===== src/rtl/mul_pkg.sv =====
package mul_pkg;
  typedef enum logic [1:0] {
    ST_IDLE = 2'd0,
    ST_RUN  = 2'd1,
    ST_DONE = 2'd2
  } mul_state_e;
endpackage


===== src/rtl/mul_fa.sv =====
module mul_fa (
  input  logic x_i,
  input  logic y_i,
  input  logic c_i,
  output logic s_o,
  output logic c_o
);
  assign s_o = x_i ^ y_i ^ c_i;
  assign c_o = (x_i & y_i) | (c_i & (x_i ^ y_i));
endmodule


===== src/rtl/mul_adder.sv =====
module mul_adder #(
  parameter int W = 8
) (
  input  logic [W-1:0] x_i,
  input  logic [W-1:0] y_i,
  output logic [W-1:0] sum_o,
  output logic         cout_o
);
  logic [W:0] carry;
  assign carry[0] = 1'b0;

  for (genvar g = 0; g < W; g++) begin : g_cell
    mul_fa u_fa (
      .x_i (x_i[g]),
      .y_i (y_i[g]),
      .c_i (carry[g]),
      .s_o (sum_o[g]),
      .c_o (carry[g+1])
    );
  end

  assign cout_o = carry[W];
endmodule


===== src/rtl/mul_datapath.sv =====
module mul_datapath #(
  parameter int OPW = 4,
  localparam int PW = 2 * OPW
) (
  input  logic           clk,
  input  logic           rst_n,
  input  logic           load_i,
  input  logic           step_i,
  input  logic [OPW-1:0] a_i,
  input  logic [OPW-1:0] b_i,
  output logic [PW-1:0]  acc_o
);
  logic [PW-1:0]  mcd_q;
  logic [OPW-1:0] mr_q;
  logic [PW-1:0]  acc_q;
  logic [PW-1:0]  sum;
  logic           cout;
  logic           shift_en;
  logic           acc_en;
  logic [PW-1:0]  acc_d;

  mul_adder #(.W(PW)) u_add (
    .x_i    (acc_q),
    .y_i    (mcd_q),
    .sum_o  (sum),
    .cout_o (cout)
  );

  assign shift_en = load_i | step_i;
  assign acc_en   = load_i | (step_i & mr_q[0]);
  assign acc_d    = load_i ? '0 : sum;

  always_ff @(posedge clk or negedge rst_n) begin
    if (!rst_n) begin
      mcd_q <= '0;
      mr_q  <= '0;
    end else if (shift_en) begin
      if (load_i) begin
        mcd_q <= {{(PW-OPW){1'b0}}, a_i};
        mr_q  <= b_i;
      end else begin
        mcd_q <= {mcd_q[PW-2:0], 1'b0};
        mr_q  <= {1'b0, mr_q[OPW-1:1]};
      end
    end
  end

  always_ff @(posedge clk or negedge rst_n) begin
    if (!rst_n) begin
      acc_q <= '0;
    end else if (acc_en) begin
      acc_q <= acc_d;
    end
  end

  assign acc_o = acc_q;

  p_no_overflow_r9: assert property (@(posedge clk) disable iff (!rst_n)
    (step_i && mr_q[0]) |-> !cout);

  p_clear_on_load_r7: assert property (@(posedge clk) disable iff (!rst_n)
    load_i |=> (acc_q == '0));

  p_acc_hold_r4: assert property (@(posedge clk) disable iff (!rst_n)
    (!load_i && !step_i) |=> $stable(acc_q));
endmodule


===== src/rtl/mul_ctrl.sv =====
module mul_ctrl
  import mul_pkg::*;
#(
  parameter int OPW = 4,
  localparam int CW = (OPW > 2) ? $clog2(OPW) : 1
) (
  input  logic clk,
  input  logic rst_n,
  input  logic start_i,
  output logic load_o,
  output logic step_o,
  output logic done_o
);
  mul_state_e state_q, state_d;
  logic [CW-1:0] cnt_q;
  logic          start_q;
  logic          launch;
  logic          last_iter;

  assign launch    = start_i & ~start_q & (state_q != ST_RUN);
  assign last_iter = (cnt_q == CW'(OPW - 1));

  always_comb begin
    state_d = state_q;
    unique case (state_q)
      ST_IDLE: if (launch) state_d = ST_RUN;
      ST_RUN:  if (last_iter) state_d = ST_DONE;
      ST_DONE: if (launch) state_d = ST_RUN;
      default: state_d = ST_IDLE;
    endcase
  end

  always_ff @(posedge clk or negedge rst_n) begin
    if (!rst_n) begin
      state_q <= ST_IDLE;
      start_q <= 1'b0;
    end else begin
      state_q <= state_d;
      start_q <= start_i;
    end
  end

  always_ff @(posedge clk or negedge rst_n) begin
    if (!rst_n) begin
      cnt_q <= '0;
    end else if (launch) begin
      cnt_q <= '0;
    end else if (state_q == ST_RUN) begin
      cnt_q <= cnt_q + 1'b1;
    end
  end

  assign load_o = launch;
  assign step_o = (state_q == ST_RUN);
  assign done_o = (state_q == ST_DONE);

  p_done_hold_r4: assert property (@(posedge clk) disable iff (!rst_n)
    (done_o && !launch) |=> done_o);

  p_done_after_last_r3: assert property (@(posedge clk) disable iff (!rst_n)
    $rose(done_o) |-> ($past(state_q) == ST_RUN && $past(cnt_q) == CW'(OPW - 1)));

  p_no_launch_busy_r6: assert property (@(posedge clk) disable iff (!rst_n)
    step_o |=> (step_o || done_o));
endmodule


===== src/rtl/serial_mult.sv =====
module serial_mult #(
  parameter int OPW = 4,
  localparam int PW = 2 * OPW
) (
  input  logic           clk,
  input  logic           rst_n,
  input  logic           start_i,
  input  logic [OPW-1:0] a_i,
  input  logic [OPW-1:0] b_i,
  output logic [PW-1:0]  product_o,
  output logic           done_o
);
  logic [1:0] rst_sync_q;
  logic       rst_n_int;
  logic       load;
  logic       step;

  always_ff @(posedge clk or negedge rst_n) begin
    if (!rst_n) rst_sync_q <= 2'b00;
    else        rst_sync_q <= {rst_sync_q[0], 1'b1};
  end
  assign rst_n_int = rst_sync_q[1];

  mul_ctrl #(.OPW(OPW)) u_ctrl (
    .clk     (clk),
    .rst_n   (rst_n_int),
    .start_i (start_i),
    .load_o  (load),
    .step_o  (step),
    .done_o  (done_o)
  );

  mul_datapath #(.OPW(OPW)) u_dp (
    .clk    (clk),
    .rst_n  (rst_n_int),
    .load_i (load),
    .step_i (step),
    .a_i    (a_i),
    .b_i    (b_i),
    .acc_o  (product_o)
  );

  p_launch_clears_done_r7: assert property (@(posedge clk) disable iff (!rst_n_int)
    (done_o && load) |=> (!done_o && product_o == '0));

  p_reset_quiet_r1: assert property (@(posedge clk) disable iff (!rst_n)
    !rst_n_int |-> (!done_o && product_o == '0));
endmodule


===== config.mk =====
export PLATFORM = sky130hd
export DESIGN_NAME = serial_mult
export DESIGN_NICKNAME = d
export VERILOG_FILES = /design/src/rtl/mul_pkg.sv /design/src/rtl/mul_fa.sv /design/src/rtl/mul_adder.sv /design/src/rtl/mul_datapath.sv /design/src/rtl/mul_ctrl.sv /design/src/rtl/serial_mult.sv
export SDC_FILE = /design/constraint.sdc
export NUM_CORES = 1
export LEC_CHECK = 0
export BUFFER_PORTS_ARGS = -buffer_cell sky130_fd_sc_hd__buf_2
export CORE_AREA = 5 5 54 56
export CTS_CLUSTER_DIAMETER = 50
export CTS_CLUSTER_SIZE = 25
export DETAILED_ROUTE_END_ITERATION = 16
export DIE_AREA = 0 0 59 61
export GPL_TIMING_DRIVEN = 0
export PLACE_DENSITY = 0.83
export SYNTH_ARGS = -nofsm -noshare
export SYNTH_HDL_FRONTEND = slang
export SYNTH_SLANG_ARGS = --single-unit

===== constraint.sdc =====
create_clock -name clk -period 2 [get_ports clk]
set_clock_uncertainty 0.05 [all_clocks]
set_input_delay 0.1 -clock clk [delete_from_list [all_inputs] [get_ports clk]]
set_output_delay 0.1 -clock clk [all_outputs]
set_load 0.05 [all_outputs]

==> out/results.ini <==
[detailed_routing]
drt_drc_violations_left = 0
dr.pass1.iters = 4
drtIter0Drc = 27
wl_mm = 2.72
wire_per_inst_um = 14.5
via_per_inst = 5.30
vias = 997
ant_nets = 0

[synth]
synth.top_cell.area_share_pct = 50.6
synth_cell_type_count = 28
synth.most_common_cell = dfrtp_1
synthArstFlopShare_pct = 100
synthTopCellsByCount = dfrtp_1 (27), nand2_1 (17), inv_1 (13)
synth_area_leaders = dfrtp_1 (51%), fa_1 (9.0%), nand2_1 (4.8%), buf_4 (4.5%), a22o_1 (3.9%)
ys_seq_area_share_pct = 50.6
syn_area_um2 = 1340
synth-main-ff-cell = dfrtp_1
yosysWarnings = 0
synth_top_area_cell = dfrtp_1
avgSynthCellArea_um2 = 11.0
syn_inst = 122
ys_ff_latch = 27
synth-edff-count = 0
synthesis.nets = 141

[power]
switching_share_pct = 44.4
powerDensity_nw_per_um2 = 1580
leakagePower_uw = 0.000789
p_clk_share_pct = 9.1
p_int_uw = 1450
power_frac_comb_pct = 54.2
p_sw_uw = 1160
ir_worst_vdd_mv = 0.887
pwr-share-seq_pct = 36.7

[status]
status = complete, but fails checks
violations = setup timing

[critical_path]
worstReg2RegStart = u_dp.acc_o[0]
crit_chain = ha_2 > inv_2 > fa_2 > fa_2 > fa_2 > inv_2 > fa_2 > inv_2 > fa_2 > fa_2 > xor2_1 > and3_1 > or3_1
worstPathArrival_ns = 3.58
r2r_end = u_dp.acc_o[7]
worst-r2r-cell-count = 13
slowest_delay_ns = 0.39
slowest_stage = dfrtp_1
worstPathRequired_ns = 2.17
crit_type = register to register
endpoint_kind = register
path_common_cell = fa_2
r2r_setup_slack_ns = -1.41
crit_fanout = 2
start_kind = register

[die]
dieArea_um2 = 3600
die_y_um = 61
ios = 20
die_x_um = 59
initial_utilization_pct = 56.0
core_region_area_um2 = 2390
rows = 18

[clock_network]
root_buffer = clkbuf_4
clock_latency_ns = 0.33
path_clk_slew_ns = 0.14
ctsHtreeMaxLevel = 1
cts_sinks = 27
clockBufferDepth = 2
cts_tree = yes
cts_made_buffers = 3

[flow_run]
drv_cap = 0

[timing]
worst_slack_ns = -1.41
rsz0062_at_grt = yes
tightest_slew_ns = 0.982
post-route-period-util_pct = 170
setup_viol = 5
fin_crit_ns = 3.41
fmaxAchievable_mhz = 294
slew_headroom_pct = 34.5
hold_viol = 0
final_max_slew_viol_count = 0
whs_ns = 0.00450

[min_path]
hp-class = input pin to asynchronous set/reset pin

[final_layout]
drive_gt1_share_pct = 32.3
area_delta_synth_final_pct = 23.8
final_nets = 178
fillCellCount = 196
n_antenna_cell = 0
instances_no_fill = 188

[global_route]
grt_max_degree = 26
track_usage_pct = 17.9
grt_pass1_wl_mm = 4.75
first_global_vias = 1101
grt-ovfl-total = 0
antenna_found_initial = 0

[place]
dpl.cell_count = 171
gp_congestion = 0.768
port_buffers = 19
dp_hpwl_mm = 1.87

cell usage in the layout, fill, tap and decap left out:
| master | synthesis | final |
|---|---|---|
| a31oi_1 | 6 | 6 |
| buf_6 | 1 | 1 |
| conb_1 | 1 | 1 |
| nand2_1 | 17 | 17 |
| o2bb2ai_1 | 5 | 2 |
| ha_2 | 0 | 1 |
| o21ai_1 | 1 | 1 |
| and3_1 | 1 | 1 |
| buf_2 | 3 | 22 |
| o2bb2ai_2 | 0 | 3 |
| nor2b_1 | 3 | 3 |
| mux2i_4 | 1 | 1 |
| nor4bb_1 | 1 | 1 |
| inv_2 | 0 | 3 |
| o22ai_1 | 1 | 1 |
| nand3_1 | 1 | 1 |
| a32o_1 | 2 | 2 |
| clkbuf_1 | 1 | 2 |
| or3_1 | 1 | 1 |
| nand2b_1 | 2 | 2 |
| dfrtp_1 | 27 | 27 |
| a31o_1 | 1 | 1 |
| inv_1 | 13 | 10 |
| dlygate4sd3_1 | 0 | 10 |
| nor2_1 | 7 | 7 |
| buf_4 | 8 | 11 |
| fa_2 | 0 | 6 |
| clkbuf_4 | 0 | 3 |
| xor2_1 | 1 | 1 |
| a21oi_1 | 2 | 2 |
| a22o_1 | 6 | 6 |
| nor4b_1 | 1 | 1 |
| ha_1 | 2 | 1 |
routing by layer:
layer,track usage [%],share of wire (%)
met5,0,0
met3,3.83,3.2
met1,19.5,41
met2,32.8,53
met4,8.74,1.9
worst max-delay path, delay by kind of cell, from the launching register on:
kind                     cells  cell delay (ns)
flip-flops                   1             0.39
XOR/XNOR                     1             0.18
AND/OR/NAND/NOR              2             0.45
adder cells (fa/ha/maj)      7             2.10
buffers and inverters        3             0.13
power groups by stage:
stage	logic [µW]	registers [µW]	clock network [µW]
floorplan	1080	913	0
finish	1410	958	237
global placement	1250	955	0
detailed placement	1320	970	0
global route	1560	994	270
CTS	1380	955	245
area by class of cell:
type	instances	area [µm²]	area share, %
repair buffers	32	218	13.2
multi-input cells	69	558	33.7
plain buffers	13	90.1	5.45
flip-flops and latches	27	676	40.8
well taps	30	37.5	2.27
clock buffers	4	26.3	1.59
inverters	13	48.8	2.95
state kept, by name, indices dropped and copies added (netlist names):
signal	count
u_dp.mr_q	4
u_dp.mcd_q	8
u_ctrl.state_q	2
u_ctrl.start_q	1
rst_sync_q	2
u_dp.acc_o	8
u_ctrl.cnt_q	2
per-stage QoR:
stage	setup TNS, ns	total power (µW)	worst slack (ns)	area [µm²]	util (%)
detailed placement	-3.75	2290	-1.44	1490	62.3
floorplan	-3.18	1990	-1.29	1350	-
global placement	-3.40	2200	-1.37	1490	62.3
CTS	-3.59	2580	-1.41	1630	68.4
finish	-3.60	2610	-1.41	1650	69.3
global route	-3.95	2820	-1.50	1650	69.3
worst max path at each step:
stage / startpoint / to / slack [ns] / cells past startpoint
after floorplan: u_dp.acc_o[0] / u_dp.acc_o[7] / -1.29 / 13
after global placement: u_dp.mcd_q[0] / u_dp.acc_o[7] / -1.37 / 13
after detailed placement: u_dp.mcd_q[0] / u_dp.acc_o[7] / -1.44 / 13
after CTS: u_dp.mcd_q[0] / u_dp.acc_o[7] / -1.41 / 13
after global routing: u_dp.mcd_q[0] / u_dp.acc_o[7] / -1.50 / 13
final: u_dp.acc_o[0] / u_dp.acc_o[7] / -1.41 / 13
what timing repair did:
action                                  4_1_cts  5_1_grt
resized for setup                             1        2
pin swaps                                     0        0
hold buffers                                 10        0
endpoints found under the setup margin        5        5
endpoints found under the hold margin        11        0
buffers inserted                              2        1
kinds of logic (layout without fill, tap and decap cells):
logic type	Yosys count	in the layout	synth area share, %
simple gates	34	34	11.8
flops	27	27	50.6
buf+inv	26	62	10.4
compound gates	24	24	13.8
fa+ha+maj	8	8	10.9
other cells	1	1	0.281
xor+xnor	1	1	0.656
mux	1	1	1.69
No activity file was read; power rests on OpenSTA's default activity.
